[config.mk]
export PLATFORM = sky130hd
export DESIGN_NAME = pinchg_irq_seq
export DESIGN_NICKNAME = d
export VERILOG_FILES = /design/src/rtl/pinchg_irq_pkg.sv /design/src/rtl/pinchg_irq_fsm.sv /design/src/rtl/pinchg_irq_trigger.sv /design/src/rtl/pinchg_irq_timeout.sv /design/src/rtl/pinchg_irq_seq.sv
export SDC_FILE = /design/constraint.sdc
export NUM_CORES = 1
export LEC_CHECK = 0
export ABC_AREA = 1
export ABC_CLOCK_PERIOD_IN_PS = 5500
export BUFFER_PORTS_ARGS = -buffer_cell sky130_fd_sc_hd__buf_2
export CORE_MARGIN = 3
export CORE_UTILIZATION = 35
export DETAILED_ROUTE_END_ITERATION = 10
export SYNTH_ARGS = -nofsm -noshare
export SYNTH_HDL_FRONTEND = slang
export SYNTH_HIERARCHICAL = 1
export SYNTH_SLANG_ARGS = --single-unit
[constraint.sdc]
create_clock -name clk_i -period 5.5 [get_ports clk_i]
set_input_delay 0.825 -clock clk_i [delete_from_list [all_inputs] [get_ports clk_i]]
set_output_delay 0.825 -clock clk_i [all_outputs]
set_load 0.02 [all_outputs]
[src/rtl/pinchg_irq_pkg.sv]
`timescale 1ns/1ps
package pinchg_irq_pkg;

    typedef enum logic [1:0] {
        ST_OFF     = 2'd0,
        ST_ARMING  = 2'd1,
        ST_ARMED   = 2'd2,
        ST_SERVICE = 2'd3
    } seq_state_e;

endpackage

[src/rtl/pinchg_irq_fsm.sv]
`timescale 1ns/1ps
module pinchg_irq_fsm
    import pinchg_irq_pkg::*;
(
    input  logic       clk_i,
    input  logic       rst_ni,
    input  logic       enable_i,
    input  logic       disable_i,
    input  logic       ret_i,
    input  logic       req_i,
    input  logic       boundary_i,
    output seq_state_e state_o,
    output logic       ack_o,
    output logic       live_o
);

    seq_state_e state_q, state_d;

    // state register
    always_ff @(posedge clk_i or negedge rst_ni) begin
        if (!rst_ni) state_q <= ST_OFF;
        else         state_q <= state_d;
    end

    // next state: disable dominates, then enable, then per-state moves
    always_comb begin
        state_d = state_q;
        if (disable_i) begin
            state_d = ST_OFF;
        end else if (enable_i) begin
            state_d = ST_ARMING;
        end else begin
            unique case (state_q)
                ST_OFF:     state_d = ST_OFF;
                ST_ARMING:  state_d = ST_ARMED;
                ST_ARMED:   state_d = ack_o ? ST_SERVICE : ST_ARMED;
                ST_SERVICE: state_d = ret_i ? ST_ARMING : ST_SERVICE;
                default:    state_d = ST_OFF;
            endcase
        end
    end

    // outputs
    always_comb begin
        ack_o  = 1'b0;
        live_o = 1'b0;
        unique case (state_q)
            ST_OFF:     live_o = 1'b0;
            ST_ARMING:  live_o = 1'b1;
            ST_ARMED: begin
                live_o = 1'b1;
                ack_o  = req_i && boundary_i && !enable_i && !disable_i;
            end
            ST_SERVICE: live_o = 1'b1;
            default:    live_o = 1'b0;
        endcase
    end

    assign state_o = state_q;

endmodule

[src/rtl/pinchg_irq_trigger.sv]
`timescale 1ns/1ps
module pinchg_irq_trigger #(
    parameter int PIN_W = 8
) (
    input  logic             clk_i,
    input  logic             rst_ni,
    input  logic [PIN_W-1:0] pins_i,
    input  logic             load_i,
    input  logic             clear_i,
    input  logic [PIN_W-1:0] load_mask_i,
    input  logic [PIN_W-1:0] load_state_i,
    input  logic             ack_i,
    input  logic             live_i,
    input  logic             tmo_hit_i,
    output logic             req_o
);

    logic [PIN_W-1:0] mask_q;
    logic [PIN_W-1:0] snap_q;
    logic             pend_q;
    logic             pin_hit;
    logic             trig;

    assign pin_hit = |((pins_i ^ snap_q) & mask_q);
    assign trig    = live_i && (pin_hit || tmo_hit_i);
    assign req_o   = pend_q || trig;

    always_ff @(posedge clk_i or negedge rst_ni) begin
        if (!rst_ni) begin
            mask_q <= '0;
            snap_q <= '0;
            pend_q <= 1'b0;
        end else if (clear_i) begin
            mask_q <= '0;
            pend_q <= 1'b0;
        end else if (load_i) begin
            mask_q <= load_mask_i;
            snap_q <= load_state_i;
            pend_q <= 1'b0;
        end else if (ack_i) begin
            snap_q <= pins_i;
            pend_q <= 1'b0;
        end else if (trig) begin
            pend_q <= 1'b1;
        end
    end

endmodule

[src/rtl/pinchg_irq_timeout.sv]
`timescale 1ns/1ps
module pinchg_irq_timeout #(
    parameter int TMO_W = 8
) (
    input  logic             clk_i,
    input  logic             rst_ni,
    input  logic             load_i,
    input  logic             clear_i,
    input  logic [TMO_W-1:0] limit_i,
    input  logic             ack_i,
    input  logic             live_i,
    output logic             hit_o
);

    logic [TMO_W-1:0] lim_q;
    logic [TMO_W-1:0] cnt_q;

    assign hit_o = (lim_q != '0) && (cnt_q == lim_q);

    always_ff @(posedge clk_i or negedge rst_ni) begin
        if (!rst_ni) begin
            lim_q <= '0;
            cnt_q <= '0;
        end else if (clear_i) begin
            lim_q <= '0;
            cnt_q <= '0;
        end else if (load_i) begin
            lim_q <= limit_i;
            cnt_q <= '0;
        end else if (ack_i) begin
            cnt_q <= '0;
        end else if (live_i && (cnt_q != lim_q)) begin
            cnt_q <= cnt_q + 1'b1;
        end
    end

endmodule

[src/rtl/pinchg_irq_seq.sv]
`timescale 1ns/1ps
module pinchg_irq_seq
    import pinchg_irq_pkg::*;
#(
    parameter int          PIN_W       = 8,
    parameter int          ADDR_W      = 8,
    parameter int          OPC_W       = 8,
    parameter int          TMO_W       = 8,
    parameter bit          HAS_TIMEOUT = 1'b1,
    parameter logic [7:0]  JAL_OPCODE  = 8'hA5,
    localparam int         INSTR_W     = OPC_W + ADDR_W
) (
    input  logic               clk_i,
    input  logic               rst_ni,
    input  logic [PIN_W-1:0]   pins_i,
    input  logic               cmd_enable_i,
    input  logic               cmd_disable_i,
    input  logic [PIN_W-1:0]   cmd_mask_i,
    input  logic [PIN_W-1:0]   cmd_state_i,
    input  logic [ADDR_W-1:0]  cmd_handler_i,
    input  logic [TMO_W-1:0]   cmd_timeout_i,
    input  logic               ret_i,
    input  logic               fetch_boundary_i,
    output logic               redirect_o,
    output logic [INSTR_W-1:0] redirect_instr_o,
    output logic [ADDR_W-1:0]  redirect_target_o
);

    localparam logic [OPC_W-1:0] OPC = OPC_W'(JAL_OPCODE);

    seq_state_e       st;
    logic             ack;
    logic             live;
    logic             req;
    logic             tmo_hit;
    logic             load;
    logic [ADDR_W-1:0] hdl_q;

    assign load = cmd_enable_i && !cmd_disable_i;

    pinchg_irq_fsm u_fsm (
        .clk_i      (clk_i),
        .rst_ni     (rst_ni),
        .enable_i   (cmd_enable_i),
        .disable_i  (cmd_disable_i),
        .ret_i      (ret_i),
        .req_i      (req),
        .boundary_i (fetch_boundary_i),
        .state_o    (st),
        .ack_o      (ack),
        .live_o     (live)
    );

    pinchg_irq_trigger #(.PIN_W(PIN_W)) u_trig (
        .clk_i        (clk_i),
        .rst_ni       (rst_ni),
        .pins_i       (pins_i),
        .load_i       (load),
        .clear_i      (cmd_disable_i),
        .load_mask_i  (cmd_mask_i),
        .load_state_i (cmd_state_i),
        .ack_i        (ack),
        .live_i       (live),
        .tmo_hit_i    (tmo_hit),
        .req_o        (req)
    );

    generate
        if (HAS_TIMEOUT) begin : g_tmo
            pinchg_irq_timeout #(.TMO_W(TMO_W)) u_tmo (
                .clk_i   (clk_i),
                .rst_ni  (rst_ni),
                .load_i  (load),
                .clear_i (cmd_disable_i),
                .limit_i (cmd_timeout_i),
                .ack_i   (ack),
                .live_i  (live),
                .hit_o   (tmo_hit)
            );
        end else begin : g_no_tmo
            assign tmo_hit = 1'b0;
        end
    endgenerate

    always_ff @(posedge clk_i or negedge rst_ni) begin
        if (!rst_ni)   hdl_q <= '0;
        else if (load) hdl_q <= cmd_handler_i;
    end

    assign redirect_o        = ack;
    assign redirect_target_o = hdl_q;
    assign redirect_instr_o  = ack ? {OPC, hdl_q} : '0;

endmodule

==> results.sh, run 1 <==
export IMPL_drtIter0Drc=96
export IMPL_worstSetupPathType="flip-flop to output port"
export IMPL_grt_max_degree=44
export IMPL_die_w_um=91.50
export IMPL_synth_area_sq_mm=0.002559
export IMPL_rsz0062_at_grt="no"
export IMPL_place_ws_ps=2263
export IMPL_finalCritPeriodShare_pct=64.51
export IMPL_status="complete, no violations"
export IMPL_gp_congestion=0.8335
export IMPL_p_int_w=0.0005429
export IMPL_cts_buffer_depth=2
export IMPL_rrSetupSlack_ps=2410
export IMPL_leakagePower_nw=1.679
export IMPL_fp_row_count=30
export IMPL_worst_path_max_fanout=17
export IMPL_fmax_mhz=281.9
export IMPL_ant_nets=0
export IMPL_dp_hpwl_um=4258
export IMPL_n_fill_cell=726
export IMPL_r2r_start="g_tmo.u_tmo/cnt_q[0]$_DFFE_PN0P_"
export IMPL_crit_family="simple AND/OR/NAND/NOR gates"
export IMPL_arrival_ps=2720
export IMPL_synth_warnings=6
export IMPL_core_sq_mm=0.006944
export IMPL_netSwitchingFraction_pct=29.07
export IMPL_grt_use_total_pct=15.00
export IMPL_drv_cap=0
export IMPL_comb_power_share_pct=18.4
export IMPL_final_cell_mix="nand2_1, buf_2, nand3_1"
export IMPL_powerDensity_mw_per_mm2=254.0
export IMPL_route_detailed_drc=0
export IMPL_grt_pass1_vias=2291
export IMPL_syn_avg_cell_area_sq_um=7.395
export IMPL_worstMarginPinSlew_ps=966.5
export IMPL_pwr_share_clk_pct=34.1
export IMPL_multiInputGateArea_sq_mm=0.001181
export IMPL_cp_common_cell="nand2_1"
export IMPL_switchingPower_w=0.0002225
export IMPL_peakVddDrop_v=0.0001300
export IMPL_synth_seq_area_share_pct=42.05
export IMPL_drv_slew=0
export IMPL_grt_overflow=0
export IMPL_clock_latency_ps=300
export IMPL_rr_worst_depth=20
export IMPL_whs_path_depth=2
export IMPL_routedWlPerCell_um=11.67
export IMPL_cts_resized=0
export IMPL_cp_cell_sequence="inv_1 -> nand2_1 -> nand2_1 -> nand2_1 -> nor2_1 -> nand2_2 -> a21oi_1 -> o21bai_1 -> nor2_1 -> nand2_1 -> nand2_1 -> nand2_1 -> nand2_1 -> inv_1 -> nand3_2 -> inv_1 -> nand2_1 -> inv_1 -> buf_2"
export IMPL_clk_pin_slew_worst_paths_ps=90
export IMPL_grt_pass1_wl_um=10450
export IMPL_register_area_sq_mm=0.001076
export IMPL_finClkSkew_ps=11.18
export IMPL_cts_root_buf="clkbuf_8"
export IMPL_hold_end="redirect_target_o[1]$_DFFE_PN0P_"
export IMPL_fp_dieH_um=91.50
export IMPL_antennaDiodeCount=0
export IMPL_clock_sinks=43
export IMPL_synthCells=346
export IMPL_synth_ff_type="dfrtp_1"
export IMPL_first_pass_iters=4
export IMPL_critPathMaxStageDelay_ps=470
export IMPL_hold_start="redirect_target_o[1]$_DFFE_PN0P_"
export IMPL_hold_viol_final=0
export IMPL_cts_tree="yes"
export IMPL_postCtsSetupRepairBufs=0
export IMPL_layout_min_cycle_time_ps=3548
export IMPL_setup_viol=0
export IMPL_async_flop_share_pct=100.0
export IMPL_cpMaxStageDelayCell="dfrtp_1"
export IMPL_slew_limit_headroom_pct=35.56
export IMPL_vias=2330
export IMPL_synth_cell_type_count=34
export IMPL_initial_core_util_pct=36.85
export IMPL_drive_gt1_share_pct=23.89
export IMPL_synth_top_area_share_pct=42.05
export IMPL_min_path_type="flip-flop to flip-flop"
export IMPL_syn_to_final_growth_pct=17.75
export IMPL_netlist_top_cells_area="dfrtp_1, nand2_1, nand3_1"
export IMPL_rr_endpoint="u_trig/snap_q[1]$_DFFE_PN0P_"
export IMPL_crit_required_ps=4680
export IMPL_pin_count=71
export IMPL_layout_setup_ws_ps=1952
export IMPL_antenna_found_initial=0
export IMPL_power_sequential_fraction_pct=47.5
export IMPL_synth_edff_count=0
export IMPL_crit_buf_inv=5
export IMPL_nets=452
export IMPL_cts_made_buffers=5
export IMPL_cp_end_kind="output port"
export IMPL_wirelength_um=5856
export IMPL_yosysTopAreaCell="dfrtp_1"
export IMPL_yosys_register_bits=43
export IMPL_crit_path_start_kind="flip-flop"
export IMPL_die_area_sq_mm=0.008372
export IMPL_avgViaCountPerCell=4.641
export IMPL_layout_commonest_cell="nand2_1"
export IMPL_cts_htree_levels=2
export IMPL_port_buffers=66
export IMPL_cts_hold_buf=0
export IMPL_tns_ps=0
metal layers:
metal  share of wire, %  global-route usage [%]  wire length, um  up-vias
met5                  0                       0                0        -
met4               0.79                   3.769               46        0
met3                4.7                   2.568              274        4
met2                 45                   23.86             2661       62
met1                 49                   21.09             2873     1061
li1                   -                       -                -     1203
through the flow:
stage / total power, W / hold slack [ps] / instances / area [sq um] / utilization, %
2_1_floorplan: 0.0004642 / 471.7 / 349 / 2570 / -
3_3_place_gp: 0.0005103 / 483.1 / 494 / 2892 / 41.64
3_5_place_dp: 0.0005125 / 486.9 / 494 / 2892 / 41.64
4_1_cts: 0.0007764 / 511.0 / 502 / 3013 / 43.39
5_1_grt: 0.0008153 / 529.2 / 502 / 3013 / 43.39
6_report: 0.0007653 / 504.3 / 502 / 3013 / 43.39
power by group through the flow:
| stage | registers (W) | logic, W | clock network, W |
|---|---|---|---|
| 2_1_floorplan | 0.000374 | 0.0000900 | 0 |
| 3_3_place_gp | 0.000369 | 0.000142 | 0 |
| 3_5_place_dp | 0.000369 | 0.000144 | 0 |
| 4_1_cts | 0.000363 | 0.000143 | 0.000269 |
| 5_1_grt | 0.000368 | 0.000163 | 0.000285 |
| 6_report | 0.000363 | 0.000141 | 0.000261 |
synth_stat cells, types with 2 or more instances:
| cell | number |
|---|---|
| o211ai_1 | 5 |
| nor2_2 | 2 |
| inv_2 | 2 |
| nand2_4 | 3 |
| o21bai_1 | 2 |
| nand2_2 | 3 |
| a21oi_1 | 7 |
| dfrtp_1 | 43 |
| nor2_1 | 16 |
| o21ai_2 | 2 |
| buf_2 | 4 |
| nand2_1 | 111 |
| buf_6 | 4 |
| nor4_1 | 3 |
| inv_1 | 41 |
| nand3_1 | 55 |
| buf_4 | 8 |
| nand4_1 | 2 |
| nor3_1 | 3 |
| inv_4 | 3 |
| o21ai_0 | 11 |
| o211ai_2 | 2 |
| xnor2_1 | 3 |
cells by family (layout without fill, tap and decap cells):
logic type,Yosys count,in the layout,synth area share (%)
compound gates,32,32,8.460
simple gates,202,202,35.60
other cells,1,4,0.1466
flops,43,43,42.05
xor+xnor,3,3,1.027
fa+ha+maj,1,1,0.4889
buf+inv,64,121,12.22
cell type report:
| cell class | instances | share of cell area (%) |
|---|---|---|
| Inverter | 47 | 6.105 |
| Clock inverter | 2 | 1.287 |
| Sequential cell | 43 | 35.71 |
| Tap cell | 96 | 3.987 |
| Clock buffer | 6 | 2.741 |
| Timing Repair Buffer | 66 | 10.96 |
| Multi-Input combinational cell | 242 | 39.20 |
worst reg2reg max path, delay by kind of cell (launching register included):
kind | cells | cell delay, ps
AOI/OAI and AO/OA | 5 | 990
buffers and inverters | 4 | 790
and+or+nand+nor | 11 | 760
DFF | 1 | 470
worst max path at each step:
stage                                                start                   to  slack [ps]  depth (start not counted)
after floorplan           g_tmo.u_tmo/cnt_q[0]$_DFFE_PN0P_  redirect_instr_o[2]        2480                         19
after global routing      g_tmo.u_tmo/cnt_q[0]$_DFFE_PN0P_  redirect_instr_o[5]        1580                         19
after CTS                 g_tmo.u_tmo/cnt_q[0]$_DFFE_PN0P_  redirect_instr_o[2]        1910                         19
final                     g_tmo.u_tmo/cnt_q[0]$_DFFE_PN0P_  redirect_instr_o[2]        1950                         19
after detailed placement  g_tmo.u_tmo/cnt_q[0]$_DFFE_PN0P_  redirect_instr_o[2]        2260                         19
after global placement    g_tmo.u_tmo/cnt_q[0]$_DFFE_PN0P_  redirect_instr_o[6]        2360                         19
flip-flops by register name (all words and copies together), names as in the netlist:
name,cells
u_fsm/state_o,2
g_tmo.u_tmo/cnt_q,8
u_trig/snap_q,8
g_tmo.u_tmo/lim_q,8
redirect_target_o,8
u_trig/pend_q,1
u_trig/mask_q,8
No activity file was read; power rests on OpenSTA's default activity.
==> inputs of run 2 (changes only) <==
- ABC_AREA: 1 -> 0
- ABC_CLOCK_PERIOD_IN_PS: 5500 -> 3500
- clock period: 5.5 -> 3.5 ns (I/O delays scaled with it)
==> results.sh, run 2 <==
export IMPL_status="complete, no violations"
export IMPL_nets=335
export IMPL_drtIter0Drc=84
export IMPL_synth_edff_count=0
export IMPL_setup_viol=0
export IMPL_arrival_ps=2740
export IMPL_layout_commonest_cell="buf_2"
export IMPL_tns_ps=0
export IMPL_worst_path_max_fanout=24
export IMPL_core_sq_mm=0.006495
export IMPL_cts_root_buf="clkbuf_8"
export IMPL_rsz0062_at_grt="no"
export IMPL_postCtsSetupRepairBufs=0
export IMPL_clock_latency_ps=300
export IMPL_cts_tree="yes"
export IMPL_netlist_top_cells_area="dfrtp_1, mux2i_1, xor2_1"
export IMPL_switchingPower_w=0.0003349
export IMPL_initial_core_util_pct=36.95
export IMPL_syn_avg_cell_area_sq_um=10.62
export IMPL_cp_end_kind="output port"
export IMPL_synthCells=226
export IMPL_synth_warnings=6
export IMPL_synth_cell_type_count=35
export IMPL_pin_count=71
export IMPL_cts_resized=0
export IMPL_grt_max_degree=44
export IMPL_clk_pin_slew_worst_paths_ps=90
export IMPL_synth_most_common_cell="dfrtp_1"
export IMPL_ant_nets=0
export IMPL_hold_viol_final=0
export IMPL_final_cell_mix="buf_2, dfrtp_1, mux2i_1"
export IMPL_port_buffers=66
export IMPL_slew_limit_headroom_pct=34.88
export IMPL_power_sequential_fraction_pct=44.8
export IMPL_worst_hold_slack_ps=380.9
export IMPL_cts_htree_levels=2
export IMPL_grt_overflow=0
export IMPL_die_area_sq_mm=0.007886
export IMPL_antennaDiodeCount=0
export IMPL_worstMarginPinSlew_ps=976.8
export IMPL_finalCritPeriodShare_pct=93.24
export IMPL_vias=1827
export IMPL_drive_gt1_share_pct=32.18
export IMPL_layout_min_cycle_time_ps=3264
export IMPL_clock_sinks=43
export IMPL_fmax_mhz=306.4
export IMPL_pwr_share_clk_pct=37.0
export IMPL_n_fill_cell=642
export IMPL_async_flop_share_pct=100.0
export IMPL_fp_row_count=29
export IMPL_cp_cell_sequence="xor2_1 -> nor4_4 -> nand2_1 -> a21oi_1 -> a211oi_1 -> and4_1 -> nor2_1 -> nand4b_1 -> nor3_2 -> buf_4 -> and2_1 -> buf_2"
export IMPL_avgViaCountPerCell=4.992
export IMPL_synth_common_cells="dfrtp_1, mux2i_1, nor2_1"
export IMPL_die_w_um=88.81
export IMPL_antenna_found_initial=0
export IMPL_netSwitchingFraction_pct=26.52
export IMPL_drv_slew=0
export IMPL_routedWlPerCell_um=14.92
export IMPL_synth_area_sq_mm=0.002400
export IMPL_crit_required_ps=2970
export IMPL_wirelength_um=5459
export IMPL_fp_dieH_um=88.81
export IMPL_syn_to_final_growth_pct=20.07
export IMPL_yosysTopAreaCell="dfrtp_1"
export IMPL_powerDensity_mw_per_mm2=438.3
export IMPL_dp_hpwl_um=3863
export IMPL_route_detailed_drc=0
export IMPL_cts_buffer_depth=2
export IMPL_crit_buf_inv=2
export IMPL_grt_use_total_pct=15.40
export IMPL_synth_top_area_share_pct=44.84
export IMPL_leakagePower_nw=1.398
export IMPL_p_int_w=0.0009281
export IMPL_gp_congestion=0.8549
export IMPL_comb_power_share_pct=18.2
export IMPL_cts_hold_buf=0
export IMPL_layout_setup_ws_ps=236.5
export IMPL_crit_family="simple AND/OR/NAND/NOR gates"
export IMPL_worstSetupPathType="flip-flop to output port"
export IMPL_synth_seq_area_share_pct=44.84
export IMPL_grt_pass1_wl_um=9480
export IMPL_peakVddDrop_v=0.0001873
export IMPL_drv_cap=0
export IMPL_grt_pass1_vias=1964
export IMPL_finish_utilization_pct=44.37
export IMPL_p_total_w=0.001263
export IMPL_cts_made_buffers=5
export IMPL_cpMaxStageDelayCell="dfrtp_1"
export IMPL_place_ws_ps=460.9
export IMPL_yosys_register_bits=43
export IMPL_crit_path_start_kind="flip-flop"
export IMPL_finClkSkew_ps=5.640
export IMPL_critPathMaxStageDelay_ps=450
export IMPL_min_path_type="primary input to asynchronous set/reset pin"
export IMPL_first_pass_iters=4
export IMPL_synth_ff_type="dfrtp_1"
[run 2: cell count changes after synthesis, sizes merged, moves of 4 or more]
cell and delta:
inv -46, a22oi +10, a21oi +4, nand2b +7
and2 +8, nand3 -55, mux2 +8, nand2 -105
o211ai -7, o21ai -5, a211oi +4, xor2 +16
nor2b +11, mux2i +24
[run 2: final cells by class]
type / instances / area, sq um / area share, %
clock buffers: 5 / 68.82 / 2.388
clock inverters: 3 / 67.56 / 2.345
multi-input cells: 167 / 1205 / 41.82
flip-flops and latches: 43 / 1076 / 37.34
well taps: 77 / 96.34 / 3.343
repair buffers: 71 / 367.9 / 12.77
[run 2: through the flow]
stage | cell area (sq um) | cells
after floorplan | 2416 | 229
final | 2882 | 366
after CTS | 2882 | 366
after global placement | 2745 | 358
after global routing | 2882 | 366
after detailed placement | 2745 | 358
[run 2: worst paths after layout]
check                                                  from                                to  slack [ps]  cells after the start
max reg2reg                g_tmo.u_tmo/cnt_q[3]$_DFFE_PN0P_      u_trig/snap_q[7]$_DFFE_PN0P_         420                     13
min in group clk_i                         cmd_handler_i[3]  redirect_target_o[3]$_DFFE_PN0P_         450                      2
min reg2reg                    u_trig/mask_q[4]$_DFFE_PN0P_      u_trig/mask_q[4]$_DFFE_PN0P_         530                      2
max                        g_tmo.u_tmo/cnt_q[3]$_DFFE_PN0P_               redirect_instr_o[3]         240                     12
max in group asynchronous                            rst_ni      u_trig/snap_q[5]$_DFFE_PN0P_        2520                      1
min                                                  rst_ni  redirect_target_o[5]$_DFFE_PN0P_         380                      1
[run 2: power groups by stage]
stage | combinational [W] | sequential [W] | clock (W)
global route | 0.000258 | 0.000574 | 0.000495
floorplan | 0.000139 | 0.000585 | 0
CTS | 0.000232 | 0.000566 | 0.000482
detailed placement | 0.000230 | 0.000575 | 0
global placement | 0.000228 | 0.000575 | 0
finish | 0.000230 | 0.000566 | 0.000467
[run 2: metal layers]
metal	vias to the layer above	part of all wire, %	track usage, %	wire [um]
met5	-	0	0	0
met4	0	0.97	4.945	53
met3	6	4.6	3.259	253
met2	45	47	25.17	2578
met1	879	47	20.32	2573
li1	897	-	-	-
[run 2: cell families after synthesis]
group	after synthesis	share of synthesized area, %
mux	32	15.02
other cells	1	0.1563
simple gates	77	18.35
compound gates	37	9.645
fa+ha+maj	1	0.5213
xor+xnor	16	5.839
buf+inv	19	5.630
flops	43	44.84
[run 2: worst register-to-register path, cell delays in order, from the launching register on]
cell	delay (ps)
dfrtp_1	450
xor2_1	210
nor4_4	290
nand2_1	80
a21oi_1	190
a211oi_1	80
and4_1	180
nor2_1	150
nand4b_1	140
nor3_2	110
buf_4	250
nor2b_1	540
a21oi_1	140
o21ai_0	190
==> inputs of run 3 (changes only) <==
- BUFFER_PORTS_ARGS: -buffer_cell sky130_fd_sc_hd__buf_2 -> not set
- CORE_UTILIZATION: 35 -> 45
- CTS_CLUSTER_SIZE: not set -> 8
- DONT_BUFFER_PORTS: not set -> 1
==> results.sh, run 3 (synthesis gave the netlist of run 2 again) <==
export IMPL_worst_path_max_fanout=14
export IMPL_setup_viol=0
export IMPL_gp_congestion=0.7264
export IMPL_final_cell_mix="dfrtp_1, mux2i_1, nor2_1"
export IMPL_avgViaCountPerCell=5.601
export IMPL_cts_buffer_depth=2
export IMPL_cts_htree_levels=2
export IMPL_layout_min_cycle_time_ps=3256
export IMPL_drtIter0Drc=88
export IMPL_grt_pass1_vias=1658
export IMPL_drive_gt1_share_pct=12.83
export IMPL_crit_required_ps=2970
export IMPL_rsz0062_at_grt="no"
export IMPL_fp_row_count=25
export IMPL_cts_resized=0
export IMPL_layout_setup_ws_ps=243.7
export IMPL_fmax_mhz=307.1
export IMPL_wirelength_um=5007
export IMPL_clock_latency_ps=290
export IMPL_cp_end_kind="output port"
export IMPL_grt_pass1_wl_um=8473
export IMPL_cts_made_buffers=5
export IMPL_crit_family="simple AND/OR/NAND/NOR gates"
export IMPL_critPathMaxStageDelay_ps=450
export IMPL_crit_buf_inv=1
export IMPL_placed_area_sq_mm=0.002424
export IMPL_nets=272
export IMPL_grt_max_degree=44
export IMPL_fp_dieH_um=79.03
export IMPL_status="complete, no violations"
export IMPL_pin_count=71
export IMPL_drv_cap=0
export IMPL_clk_pin_slew_worst_paths_ps=90
export IMPL_antennaDiodeCount=0
export IMPL_drv_slew=0
export IMPL_cp_cell_sequence="xor2_1 -> nor4_4 -> nand2_1 -> a21oi_1 -> a211oi_1 -> and4_1 -> nor2_1 -> nand4b_1 -> nor3_4 -> buf_4"
export IMPL_hold_viol_final=0
export IMPL_cpMaxStageDelayCell="dfrtp_1"
export IMPL_ant_nets=0
export IMPL_die_area_sq_mm=0.006245
export IMPL_die_w_um=79.03
export IMPL_dp_hpwl_um=3705
export IMPL_cts_root_buf="clkbuf_8"
export IMPL_finClkSkew_ps=10.65
export IMPL_min_path_type="primary input to asynchronous set/reset pin"
export IMPL_layout_cells_non_filler=293
export IMPL_finalCritPeriodShare_pct=93.04
export IMPL_worstMarginPinSlew_ps=605.7
export IMPL_powerDensity_mw_per_mm2=466.2
export IMPL_peakVddDrop_v=0.0002263
export IMPL_routedWlPerCell_um=17.09
export IMPL_arrival_ps=2730
export IMPL_route_detailed_drc=0
export IMPL_vias=1641
export IMPL_slew_limit_headroom_pct=59.54
export IMPL_tns_ps=0
export IMPL_cts_tree="yes"
export IMPL_core_sq_mm=0.004942
export IMPL_antenna_found_initial=0
export IMPL_port_buffers=0
export IMPL_stdcell_area_sq_mm=0.002576
export IMPL_crit_path_start_kind="flip-flop"
export IMPL_clock_sinks=43
export IMPL_initial_core_util_pct=48.56
export IMPL_worst_hold_slack_ps=74.75
export IMPL_leakagePower_nw=1.140
export IMPL_grt_overflow=0
export IMPL_placedCellCount=284
export IMPL_syn_to_final_growth_pct=7.351
export IMPL_worstSetupPathType="flip-flop to output port"
export IMPL_layout_commonest_cell="dfrtp_1"
export IMPL_grt_use_total_pct=17.09
export IMPL_place_ws_ps=435.6
export IMPL_first_pass_iters=4
-- run 3: changes by cell type in the layout (fill, tap and decap cells not counted), sizes merged --
cell      previous run  this run
buf                 71         8
clkbuf               5         6
clkinvlp             1         0
-- run 3: layer usage --
layer	part of all wire [%]	track usage [%]	vias to the layer above
li1	-	-	772
met1	44	23.18	803
met2	48	26.68	62
met3	7.9	4.989	4
met4	0.80	4.639	0
met5	0	0	-
-- run 3: final timing paths --
path                       cells after the start  slack [ps]                              from                                to
min reg2reg                                    2         540      u_trig/mask_q[7]$_DFFE_PN0P_      u_trig/mask_q[7]$_DFFE_PN0P_
max in group asynchronous                      1        3220                            rst_ni  g_tmo.u_tmo/cnt_q[5]$_DFFE_PN0P_
max                                           10         240  g_tmo.u_tmo/cnt_q[0]$_DFFE_PN0P_              redirect_instr_o[10]
min in group clk_i                             1         290                     cmd_disable_i  g_tmo.u_tmo/lim_q[5]$_DFFE_PN0P_
min                                            1          70                            rst_ni         u_trig/pend_q$_DFFE_PN0P_
max reg2reg                                   12         420  g_tmo.u_tmo/cnt_q[0]$_DFFE_PN0P_      u_trig/snap_q[1]$_DFFE_PN0P_
-- run 3: what timing repair did --
| item | in CTS | in global routing |
|---|---|---|
| hold endpoints to repair | 43 | 0 |
| endpoints found under the setup margin | 0 | 0 |
| buffers inserted | 0 | 0 |
| hold buffers | 1 | 0 |
-- run 3: where the power goes --
group | leakage [nW] | internal, W | switching, W
registers | 0.546 | 0.000534 | 0.0000517
logic | 0.528 | 0.0000851 | 0.0000812
clock network | 0.0654 | 0.000285 | 0.000164
total | 1.14 | 0.000904 | 0.000297
-- run 3: layout make-up --
class	instances	area, sq um
fillers	446	2366
multi-input cells	167	1211
flip-flops and latches	43	1076
well taps	67	83.83
clock buffers	6	72.57
repair buffers	8	72.57
clock inverters	2	60.06
-- run 3: per-stage QoR --
step | util, % | total power (W)
after CTS | 52.13 | 0.001213
after global placement | 49.04 | 0.0007424
after global routing | 52.13 | 0.001258
after floorplan | - | 0.0007248
final | 52.13 | 0.001201
after detailed placement | 49.04 | 0.0007500
